[config.mk]
export PLATFORM = sky130hd
export DESIGN_NAME = xlate_walk_top
export DESIGN_NICKNAME = d
export VERILOG_FILES = /design/src/rtl/xlate_pkg.sv /design/src/rtl/xlate_split.sv /design/src/rtl/xlate_rcbits.sv /design/src/rtl/xlate_walk.sv /design/src/rtl/xlate_walk_top.sv
export SDC_FILE = /design/constraint.sdc
export NUM_CORES = 1
export LEC_CHECK = 0
export BUFFER_PORTS_ARGS = -buffer_cell sky130_fd_sc_hd__clkbuf_2
export CAP_MARGIN = 20
export CORE_MARGIN = 10
export CORE_UTILIZATION = 54
export DETAILED_ROUTE_END_ITERATION = 16
export PLACE_DENSITY_LB_ADDON = 0.05
export SLEW_MARGIN = 20
export SYNTH_ARGS = -nofsm -noshare
export SYNTH_HDL_FRONTEND = slang
export SYNTH_SLANG_ARGS = --single-unit
export TNS_END_PERCENT = 50
[constraint.sdc]
create_clock -name clk -period 2.72 [get_ports clk]
set_clock_uncertainty 0.05 [all_clocks]
set_input_delay 0.136 -clock clk [delete_from_list [all_inputs] [get_ports clk]]
set_output_delay 0.136 -clock clk [all_outputs]
set_load 0.02 [all_outputs]
[src/rtl/xlate_pkg.sv]
package xlate_pkg;
   typedef enum logic [1:0] {
      W_IDLE = 2'd0,
      W_SEG  = 2'd1,
      W_PAG  = 2'd2,
      W_RESP = 2'd3
   } walk_st_t;

   localparam int CODE_W = 5;
   localparam logic [CODE_W-1:0] XC_NONE = 5'd0;
   localparam logic [CODE_W-1:0] XC_SEG  = 5'd16;
   localparam logic [CODE_W-1:0] XC_PAG  = 5'd17;
endpackage

[src/rtl/xlate_split.sv]
module xlate_split #(
   parameter int VA_W   = 32,
   parameter int OFF_W  = 12,
   parameter int PIX_W  = 8,
   parameter int SIXN_W = 4,
   parameter int SIXW_W = 12
) (
   input  logic [VA_W-1:0]   va,
   input  logic              wide,
   output logic [SIXW_W-1:0] six,
   output logic [PIX_W-1:0]  pix,
   output logic [OFF_W-1:0]  off
);
   localparam int SIX_LSB = OFF_W + PIX_W;

   assign off = va[OFF_W-1:0];
   assign pix = va[SIX_LSB-1:OFF_W];

   generate
      if (SIXN_W == SIXW_W) begin : g_one
         logic unused_wide;
         assign unused_wide = wide;
         assign six = va[SIX_LSB +: SIXW_W];
      end else begin : g_two
         logic [SIXW_W-1:0] six_n;
         assign six_n = {{(SIXW_W-SIXN_W){1'b0}}, va[SIX_LSB +: SIXN_W]};
         assign six   = wide ? va[SIX_LSB +: SIXW_W] : six_n;
      end
      if (VA_W > SIX_LSB + SIXW_W) begin : g_spare
         logic unused_hi;
         assign unused_hi = ^va[VA_W-1:SIX_LSB+SIXW_W];
      end
   endgenerate
endmodule

[src/rtl/xlate_rcbits.sv]
module xlate_rcbits #(
   parameter int FN_W = 4
) (
   input  logic            clk,
   input  logic            rst_n,
   input  logic            set_en,
   input  logic [FN_W-1:0] set_fn,
   input  logic            set_chg,
   input  logic            clr_en,
   input  logic [FN_W-1:0] clr_fn,
   input  logic [FN_W-1:0] rd_fn,
   output logic            rd_ref,
   output logic            rd_chg
);
   localparam int NF = 1 << FN_W;

   logic [NF-1:0] ref_q, chg_q, ref_n, chg_n;

   generate
      for (genvar f = 0; f < NF; f++) begin : g_fr
         logic hit_s, hit_c;
         assign hit_s    = set_en && (set_fn == FN_W'(f));
         assign hit_c    = clr_en && (clr_fn == FN_W'(f));
         assign ref_n[f] = (ref_q[f] && !hit_c) || hit_s;
         assign chg_n[f] = (chg_q[f] && !hit_c) || (hit_s && set_chg);
      end
   endgenerate

   always_ff @(posedge clk or negedge rst_n) begin
      if (!rst_n) begin
         ref_q <= '0;
         chg_q <= '0;
      end else begin
         ref_q <= ref_n;
         chg_q <= chg_n;
      end
   end

   assign rd_ref = ref_q[rd_fn];
   assign rd_chg = chg_q[rd_fn];


   ref_set_chk: assert property (@(posedge clk) disable iff (!rst_n)
      set_en |=> ref_q[$past(set_fn)]);


   chg_set_chk: assert property (@(posedge clk) disable iff (!rst_n)
      (set_en && set_chg) |=> chg_q[$past(set_fn)]);


   clr_take_chk: assert property (@(posedge clk) disable iff (!rst_n)
      (clr_en && !(set_en && set_fn == clr_fn)) |=>
         (!ref_q[$past(clr_fn)] && !chg_q[$past(clr_fn)]));
endmodule

[src/rtl/xlate_walk.sv]
module xlate_walk
   import xlate_pkg::*;
#(
   parameter int PA_W   = 16,
   parameter int OFF_W  = 12,
   parameter int PIX_W  = 8,
   parameter int SIXW_W = 12,
   parameter int ENT_W  = 32,
   localparam int FN_W  = PA_W - OFF_W
) (
   input  logic              clk,
   input  logic              rst_n,
   input  logic              req_valid,
   output logic              req_ready,
   input  logic [PA_W-1:0]   va_lo,
   input  logic [SIXW_W-1:0] six,
   input  logic [PIX_W-1:0]  pix,
   input  logic [OFF_W-1:0]  off,
   input  logic              req_write,
   input  logic              req_probe,
   input  logic [PA_W-1:0]   ctl_sto,
   input  logic [SIXW_W-1:0] ctl_stl,
   input  logic              ctl_xoff,
   output logic              mem_rd,
   output logic [PA_W-1:0]   mem_addr,
   input  logic              mem_ack,
   input  logic [ENT_W-1:0]  mem_data,
   output logic              rsp_valid,
   output logic              rsp_fault,
   output logic [CODE_W-1:0] rsp_code,
   output logic [PA_W-1:0]   rsp_addr,
   output logic              upd_en,
   output logic [FN_W-1:0]   upd_fn,
   output logic              upd_chg
);
   walk_st_t           st;
   logic [PA_W-1:0]    addr_q;
   logic [PIX_W-1:0]   pix_q;
   logic [OFF_W-1:0]   off_q;
   logic               wr_q, probe_q;
   logic               seg_ok, ent_bad;
   logic [PA_W-1:0]    ste_addr, pte_addr;
   logic [FN_W-1:0]    pte_fn;
   logic               unused_ent;

   assign seg_ok   = (six <= ctl_stl);
   assign ent_bad  = mem_data[0];
   assign ste_addr = ctl_sto + (PA_W'(six) << 2);
   assign pte_addr = {mem_data[PA_W-1:2], 2'b00} + (PA_W'(pix_q) << 2);
   assign pte_fn   = mem_data[PA_W-1:OFF_W];
   assign unused_ent = ^{mem_data[ENT_W-1:PA_W], mem_data[1]};

   always_ff @(posedge clk or negedge rst_n) begin
      if (!rst_n) begin
         st        <= W_IDLE;
         addr_q    <= '0;
         pix_q     <= '0;
         off_q     <= '0;
         wr_q      <= 1'b0;
         probe_q   <= 1'b0;
         rsp_fault <= 1'b0;
         rsp_code  <= XC_NONE;
         rsp_addr  <= '0;
      end else begin
         unique case (st)
            W_IDLE: if (req_valid) begin
               pix_q   <= pix;
               off_q   <= off;
               wr_q    <= req_write;
               probe_q <= req_probe;
               if (ctl_xoff) begin
                  rsp_fault <= 1'b0;
                  rsp_code  <= XC_NONE;
                  rsp_addr  <= va_lo;
                  st        <= W_RESP;
               end else if (!seg_ok) begin
                  rsp_fault <= 1'b1;
                  rsp_code  <= XC_SEG;
                  rsp_addr  <= '0;
                  st        <= W_RESP;
               end else begin
                  addr_q <= ste_addr;
                  st     <= W_SEG;
               end
            end
            W_SEG: if (mem_ack) begin
               if (ent_bad) begin
                  rsp_fault <= 1'b1;
                  rsp_code  <= XC_SEG;
                  rsp_addr  <= '0;
                  st        <= W_RESP;
               end else begin
                  addr_q <= pte_addr;
                  st     <= W_PAG;
               end
            end
            W_PAG: if (mem_ack) begin
               rsp_fault <= ent_bad;
               rsp_code  <= ent_bad ? XC_PAG : XC_NONE;
               rsp_addr  <= ent_bad ? '0 : {pte_fn, off_q};
               st        <= W_RESP;
            end
            W_RESP: st <= W_IDLE;
            default: st <= W_IDLE;
         endcase
      end
   end

   assign req_ready = (st == W_IDLE);
   assign mem_rd    = (st == W_SEG) || (st == W_PAG);
   assign mem_addr  = addr_q;
   assign rsp_valid = (st == W_RESP);

   always_comb begin
      upd_en  = 1'b0;
      upd_fn  = va_lo[PA_W-1:OFF_W];
      upd_chg = req_write;
      if (st == W_IDLE && req_valid && ctl_xoff && !req_probe) begin
         upd_en = 1'b1;
      end else if (st == W_PAG && mem_ack && !ent_bad && !probe_q) begin
         upd_en  = 1'b1;
         upd_fn  = pte_fn;
         upd_chg = wr_q;
      end
   end


   mem_hold_chk: assert property (@(posedge clk) disable iff (!rst_n)
      (mem_rd && !mem_ack) |=> (mem_rd && $stable(mem_addr)));


   rsp_pulse_chk: assert property (@(posedge clk) disable iff (!rst_n)
      rsp_valid |=> (!rsp_valid && req_ready));


   stl_fault_chk: assert property (@(posedge clk) disable iff (!rst_n)
      (req_valid && req_ready && !ctl_xoff && (six > ctl_stl)) |=>
         (rsp_valid && rsp_fault && rsp_code == XC_SEG && !mem_rd));


   ste_bad_chk: assert property (@(posedge clk) disable iff (!rst_n)
      (st == W_SEG && mem_ack && mem_data[0]) |=> (rsp_valid && rsp_code == XC_SEG));


   pte_bad_chk: assert property (@(posedge clk) disable iff (!rst_n)
      (st == W_PAG && mem_ack && mem_data[0]) |=> (rsp_valid && rsp_code == XC_PAG));


   xoff_pass_chk: assert property (@(posedge clk) disable iff (!rst_n)
      (req_valid && req_ready && ctl_xoff) |=>
         (rsp_valid && !rsp_fault && rsp_addr == $past(va_lo)));
endmodule

[src/rtl/xlate_walk_top.sv]
module xlate_walk_top
   import xlate_pkg::*;
#(
   parameter int VA_W   = 32,
   parameter int PA_W   = 16,
   parameter int OFF_W  = 12,
   parameter int PIX_W  = 8,
   parameter int SIXN_W = 4,
   parameter int SIXW_W = 12,
   parameter int ENT_W  = 32,
   localparam int FN_W  = PA_W - OFF_W
) (
   input  logic              clk,
   input  logic              rst_n,
   input  logic              req_valid,
   output logic              req_ready,
   input  logic [VA_W-1:0]   req_va,
   input  logic              req_write,
   input  logic              req_wide,
   input  logic              req_probe,
   input  logic [PA_W-1:0]   ctl_sto,
   input  logic [SIXW_W-1:0] ctl_stl,
   input  logic              ctl_xoff,
   output logic              mem_rd,
   output logic [PA_W-1:0]   mem_addr,
   input  logic              mem_ack,
   input  logic [ENT_W-1:0]  mem_data,
   output logic              rsp_valid,
   output logic              rsp_fault,
   output logic [CODE_W-1:0] rsp_code,
   output logic [PA_W-1:0]   rsp_addr,
   input  logic [FN_W-1:0]   rc_sel,
   input  logic              rc_clr,
   output logic              rc_ref,
   output logic              rc_chg
);
   generate
      if (OFF_W + PIX_W + SIXW_W > VA_W) begin : g_bad_va
         $error("virtual address too narrow for its fields");
      end
      if (SIXN_W > SIXW_W) begin : g_bad_six
         $error("narrow segment index wider than wide one");
      end
      if (PA_W <= OFF_W || PA_W > ENT_W) begin : g_bad_pa
         $error("real address width out of range");
      end
   endgenerate

   logic [SIXW_W-1:0] six;
   logic [PIX_W-1:0]  pix;
   logic [OFF_W-1:0]  off;
   logic              upd_en, upd_chg;
   logic [FN_W-1:0]   upd_fn;

   xlate_split #(
      .VA_W(VA_W), .OFF_W(OFF_W), .PIX_W(PIX_W), .SIXN_W(SIXN_W), .SIXW_W(SIXW_W)
   ) u_split (
      .va(req_va), .wide(req_wide), .six(six), .pix(pix), .off(off)
   );

   xlate_walk #(
      .PA_W(PA_W), .OFF_W(OFF_W), .PIX_W(PIX_W), .SIXW_W(SIXW_W), .ENT_W(ENT_W)
   ) u_walk (
      .clk(clk), .rst_n(rst_n),
      .req_valid(req_valid), .req_ready(req_ready),
      .va_lo(req_va[PA_W-1:0]), .six(six), .pix(pix), .off(off),
      .req_write(req_write), .req_probe(req_probe),
      .ctl_sto(ctl_sto), .ctl_stl(ctl_stl), .ctl_xoff(ctl_xoff),
      .mem_rd(mem_rd), .mem_addr(mem_addr), .mem_ack(mem_ack), .mem_data(mem_data),
      .rsp_valid(rsp_valid), .rsp_fault(rsp_fault), .rsp_code(rsp_code),
      .rsp_addr(rsp_addr),
      .upd_en(upd_en), .upd_fn(upd_fn), .upd_chg(upd_chg)
   );

   xlate_rcbits #(.FN_W(FN_W)) u_rc (
      .clk(clk), .rst_n(rst_n),
      .set_en(upd_en), .set_fn(upd_fn), .set_chg(upd_chg),
      .clr_en(rc_clr), .clr_fn(rc_sel), .rd_fn(rc_sel),
      .rd_ref(rc_ref), .rd_chg(rc_chg)
   );


   fault_quiet_chk: assert property (@(posedge clk) disable iff (!rst_n)
      (rsp_valid && rsp_fault) |-> (rsp_addr == '0));
endmodule

# After elaboration in Yosys (flattened, before gate mapping)
# Index checks and enable logic that the tools add are counted.
[word_totals]
regBits = 94
elab_cells = 250
[op_classes]
n_addsub = 2
order_cmp = 2
eq_ne = 41
mux = 47
n_reduce_logical = 147
[ops]
columns = ["op", "count"]
rows = [
  ["2-to-1 mux 16 bit", 12],
  ["logical AND 1 bit", 86],
  ["equality test 4 bit (second input constant)", 16],
  ["one-hot mux 16 bit (3 select lines)", 1],
  ["2-to-1 mux 5 bit", 7],
  ["logical OR 1 bit", 33],
  ["equality test 4 x 3 -> 1 bit (second input constant)", 8],
  ["one-hot mux 16 bit (2 select lines)", 1],
  ["logical NOT 1 bit", 19],
  ["adder 16 x 10 -> 16 bit", 1],
  ["adder 16 x 14 -> 16 bit", 1],
  ["equality test 4 x 2 -> 1 bit (second input constant)", 4],
  ["one-hot mux 5 bit (3 select lines)", 1],
  ["2-to-1 mux 1 bit", 13],
  ["less-or-equal comparator 12 bit", 1],
  ["2-to-1 mux 12 bit", 1],
  ["inequality test 2 bit (second input constant)", 6],
  ["AND reduction 6 bit", 2],
  ["2-to-1 mux 2 bit", 5],
  ["binary-select mux 1 bit (select 4 bit)", 2],
  ["equality test 4 x 1 -> 1 bit (second input constant)", 2],
  ["logical NOT 4 bit", 2],
  ["2-to-1 mux 4 bit", 2],
  ["one-hot mux 2 bit (4 select lines)", 1],
  ["11 further kinds", 12],
]

# Logic depth before layout (Yosys ltp)
[depth]
ltp_word = 10
depth_mapped = 12

# Hierarchy
# From an unflattened synthesis, not the netlist that was laid out.
[hier_totals]
hier_cells = 569
area_unflattened_um2 = 5979.5
[by_module_without_submodules]
columns = ["mod", "n_inst", "cells_per_inst", "area_each_um2", "seq_area_each_um2"]
rows = [
  ["xlate_walk", 1, 408, 4166.5, 1451.4],
  ["xlate_rcbits", 1, 129, 1582.8, 800.8],
  ["xlate_split", 1, 32, 230.2, 0.0],
]

# Worst setup path after synthesis
# OpenSTA, ideal clock, no wires.
[synth_timing]
kind = "input to register"
start = "input port req_wide"
end = "register u_walk.rsp_addr[10]"
setup_ns = 0.125
t_arrival_ns = 2.354
t_required_ns = 2.545
setup_slack_ns = 0.192
stages = 11
n_path_buf = 2
path_cell_list = "clkbuf_1 -> and2_1 -> ha_1 -> nand4_1 -> a211oi_2 -> a21bo_2 -> nand3_1 -> a21oi_1 -> a21oi_2 -> buf_6 -> mux2_2"
[synth_via]
elab_chain_cells = 4
[synth_rtl]
columns = ["element", "line_no", "source"]
rows = [
  ["from (decl)", "xlate_walk_top.sv:19", "input logic req_wide,"],
  ["2-to-1 mux 12 bit", "xlate_split.sv:27", "assign six = wide ? va[SIX_LSB +: SIXW_W] : six_n;"],
  ["less-or-equal comparator 12 bit", "xlate_walk.sv:46", "assign seg_ok = (six <= ctl_stl);"],
  ["inequality test 3 bit (no line)", "-", ""],
  ["AND reduction 6 bit (no line)", "-", ""],
  ["to (signal assigned)", "xlate_walk.sv:74", "rsp_addr <= va_lo;"],
  ["to (signal assigned)", "xlate_walk.sv:100", "rsp_addr <= ent_bad ? '0 : {pte_fn, off_q};"],
  ["to (decl)", "xlate_walk.sv:31", "output logic [PA_W-1:0] rsp_addr,"],
]
# No other way between the ends.
# A chain may end at the register's enable or synchronous reset.

# Final worst setup path
[layout_timing]
start = "register u_walk.pix_q[1]"
end = "register u_walk.addr_q[9], in the netlist u_walk.mem_addr[9]"
[layout_via]
elab_chain_cells = 4
[layout_rtl]
columns = ["element", "line_no", "source"]
rows = [
  ["from (decl)", "xlate_walk.sv:38", "logic [PIX_W-1:0] pix_q;"],
  ["from (signal assigned)", "xlate_walk.sv:67", "pix_q <= pix;"],
  ["adder 16 x 10 -> 16 bit", "xlate_walk.sv:49", "assign pte_addr = {mem_data[PA_W-1:2], 2'b00} + (PA_W'(pix_q) << 2);"],
  ["2-to-1 mux 16 bit", "xlate_walk.sv:87", "if (ent_bad) begin"],
  ["2-to-1 mux 16 bit", "xlate_walk.sv:86", "W_SEG: if (mem_ack) begin"],
  ["one-hot mux 16 bit (2 select lines)", "xlate_walk.sv:65", "unique case (st)"],
  ["to (signal assigned)", "xlate_walk.sv:82", "addr_q <= ste_addr;"],
  ["to (signal assigned)", "xlate_walk.sv:93", "addr_q <= pte_addr;"],
  ["to (decl)", "xlate_walk.sv:37", "logic [PA_W-1:0] addr_q;"],
]
# No other way between the ends. The select of a mux whose other input is x is not followed.

==> impl_metrics.ini <==
[setup_path]
cp_num_buf_inv = 0
critical_path_required_ps = 2910
crit_family = compound AO/OA/AOI/OAI gates
cpPeakStageDelay_ps = 520
worst_ep_arrival_time_ps = 2710
end_kind = flip-flop
start_kind = flip-flop
worst-path-max-fanout = 3
path_cells = ha_1, a211o_1, o211ai_1, nand2b_1, a2111oi_1, o211a_1, a211oi_1, mux2_2
crit_slowest_cell = a2111oi_1
critPathKind = reg2reg

[final_layout]
postLayoutCellArea_sq_um = 7020
final_common_cell = clkbuf_2
final_cells = 840
antenna_cells = 0
drive_gt1_share_pct = 31.1
fin_nets = 841
fillers = 867
layout_common_cells = 126 x clkbuf_2, 90 x dfrtp_1, 48 x a22o_1
synthToLayoutAreaGrowth_pct = 21.9

[floorplan]
fp.dieW_microns = 123
start_util_pct = 55.5
dieHeight_microns = 123
die_area_sq_um = 15200
core_area_sq_um = 10400
io_pins = 148
fp-row-count = 37

[yosys]
synth_xor_area_share_pct = 2.44
synth-compound-area-share_pct = 19.9
avgSynthCellArea_sq_um = 10.5
synth_edf_count = 0
ys.flop_type = dfrtp_1
ys_ff_latch = 90
netlist_area_sq_um = 5750
synthDominantAreaCellType = dfrtp_1
synth_area_leaders = dfrtp_1 39%, mux2_2 8.6%, ha_1 7.6%
synth-simple-area-share_pct = 12.6
synth-async-reset-ratio_pct = 100
synth_top_family_by_area = compound AO/OA/AOI/OAI gates
yosys.area_share.adder_pct = 8.31
ys_seq_area_share_pct = 39.1
ys_warn_count = 0
muxShareOfSynthArea_pct = 13.7
synth.lib_cells_used.distinct = 64
synth_top_cell_area_share_pct = 39.1
syn_inst = 549

[route]
vias = 4839
drc_errors = 0
first_pass_iters = 4
drtIter0Drc = 370
via_per_inst = 5.76
drtAntennaViolNets = 0
postRouteWirelength_microns = 15400
routedWlPerCell_microns = 18.3

[global_route]
grt_pass1_vias = 4981
grt_use_total_pct = 20.6
grt_max_degree = 91
overflow = 0
antenna_found_initial = 0
grt_pass1_wl_microns = 25000

[timing]
fin_tns_setup_ps = 0
worst_slack_ps = 205
slew_headroom_pct = 34.1
finalSetupViolCount = 0
worstMarginPinSlew_ps = 979
holdWs_ps = 29.2
hold_violations = 0
max_freq_mhz = 398
rsz0062_at_grt = false
maxSlewViolCount = 0
period_minus_slack_ps = 2520
finalCritPeriodShare_pct = 92.5

[flow_run]
drv_cap = 0

[place]
io_buffers = 127
dp.cells = 803
routabilityCongestion = 0.903
place_area_sq_um = 6580
preCtsSetupSlack_ps = 125
dp_hpwl_microns = 11900

[power_and_ir_drop]
irDropWorstVdd_uv = 770
power_density_nw_per_um2 = 899
p_leak_nw = 3.47

[cts]
cts_tree = built
cts.reportedPaths.clkPinSlew_ps = 100
cts-buffers-inserted = 9
clkSinkCount = 90
cts-root-buf = clkbuf_8
clk_latency_ps = 370
clockBufferDepth = 2
h-tree-depth = 3

[run_status]
status = finished clean

[hold_path]
hold_path.class = in2reg
kinds of logic (layout without fill, tap and decap cells):
logic type,after synthesis,in the layout
AOI/OAI and AO/OA,154,154
buffers and inverters,51,204
DFF,90,90
and+or+nand+nor,139,139
adders and majority gates,37,37
muxes,61,61
xor gates and xnor gates,16,16
other,1,3
per-stage QoR:
step                utilization, %  total power, W
global placement              63.5         0.00516
CTS                           67.6         0.00633
detailed placement            63.5         0.00528
finish                        67.7         0.00631
global route                  67.7         0.00676
floorplan                        -         0.00433
worst register-to-register path, cell delays in order, from the launching register on:
cell and delay (ps):
dfrtp_1 420, ha_1 300, a211o_1 310, o211ai_1 140, nand2b_1 110, a2111oi_1 520
o211a_1 230, a211oi_1 40, mux2_2 270
Yosys cell counts (3+ instances only):
cell type  instances
inv_1             26
a31oi_1            4
mux2_2            44
ha_1              35
nor3_1             8
a21oi_1           12
and2_1            15
o31ai_1            5
o21ai_0           33
nand3_1           11
dfrtp_1           90
nor2_1            20
or3_1              4
nor3b_1            3
buf_4              4
nand2b_1           9
a211o_1            4
mux4_2            10
nand2_1           41
a22o_1            48
o21a_1             5
nand4_1            4
buf_1             10
xor2_1             8
xnor2_1            8
and3_1             4
mux2i_1            7
nand3b_1           4
clkbuf_1           8
a21o_1             8
a211oi_1          10
nor2b_1            6
power breakdown:
part	internal [W]	total [W]	switching, W
Sequential	0.00184	0.00212	0.000281
Combinational	0.00147	0.00316	0.00170
Clock	0.000544	0.00103	0.000482
Total	0.00385	0.00631	0.00246
flip-flops by register name, indices dropped and copies added, names as in the netlist:
name             count
u_walk.off_q        12
u_walk.st            2
u_rc.ref_q          16
u_walk.rsp_code      2
u_walk.wr_q          1
u_rc.chg_q          16
u_walk.mem_addr     16
u_walk.probe_q       1
u_walk.pix_q         8
u_walk.rsp_addr     16
layout make-up:
| type | instances | area, sq um | area share [%] |
|---|---|---|---|
| well taps | 136 | 170 | 2.43 |
| clock buffers | 12 | 145 | 2.07 |
| clock inverters | 4 | 75.1 | 1.07 |
| repair buffers | 162 | 978 | 13.9 |
| flip-flops and latches | 90 | 2250 | 32.1 |
| multi-input cells | 410 | 3300 | 47.0 |
| inverters | 26 | 97.6 | 1.39 |
final timing paths:
check,startpoint,end,slack [ps],depth (start not counted)
max,u_walk.pix_q[1],u_walk.mem_addr[9],200,8
min,req_va[14],u_walk.pix_q[2],30,2
max reg2reg,u_walk.pix_q[1],u_walk.mem_addr[9],200,8
min reg2reg,u_walk.mem_addr[8],u_walk.mem_addr[8],430,2
max in group asynchronous,rst_n,u_walk.rsp_code[4],1940,3
min in group asynchronous,rst_n,u_walk.mem_addr[11],280,3
layer usage:
metal | wire (microns) | share of wire [%] | global-route usage [%]
met5 | 0 | 0 | 0
met4 | 201 | 1.3 | 5.17
met3 | 1070 | 6.9 | 5.88
met2 | 6960 | 45 | 31.3
met1 | 7170 | 47 | 28.4
what timing repair did:
action | in CTS | in global routing
setup buffers | 0 | 0
endpoints found under the setup margin | 0 | 2
gates resized for setup | 0 | 2
hold endpoints to repair | 110 | 0
hold buffers | 21 | 0
No activity file was read; power rests on OpenSTA's default activity.
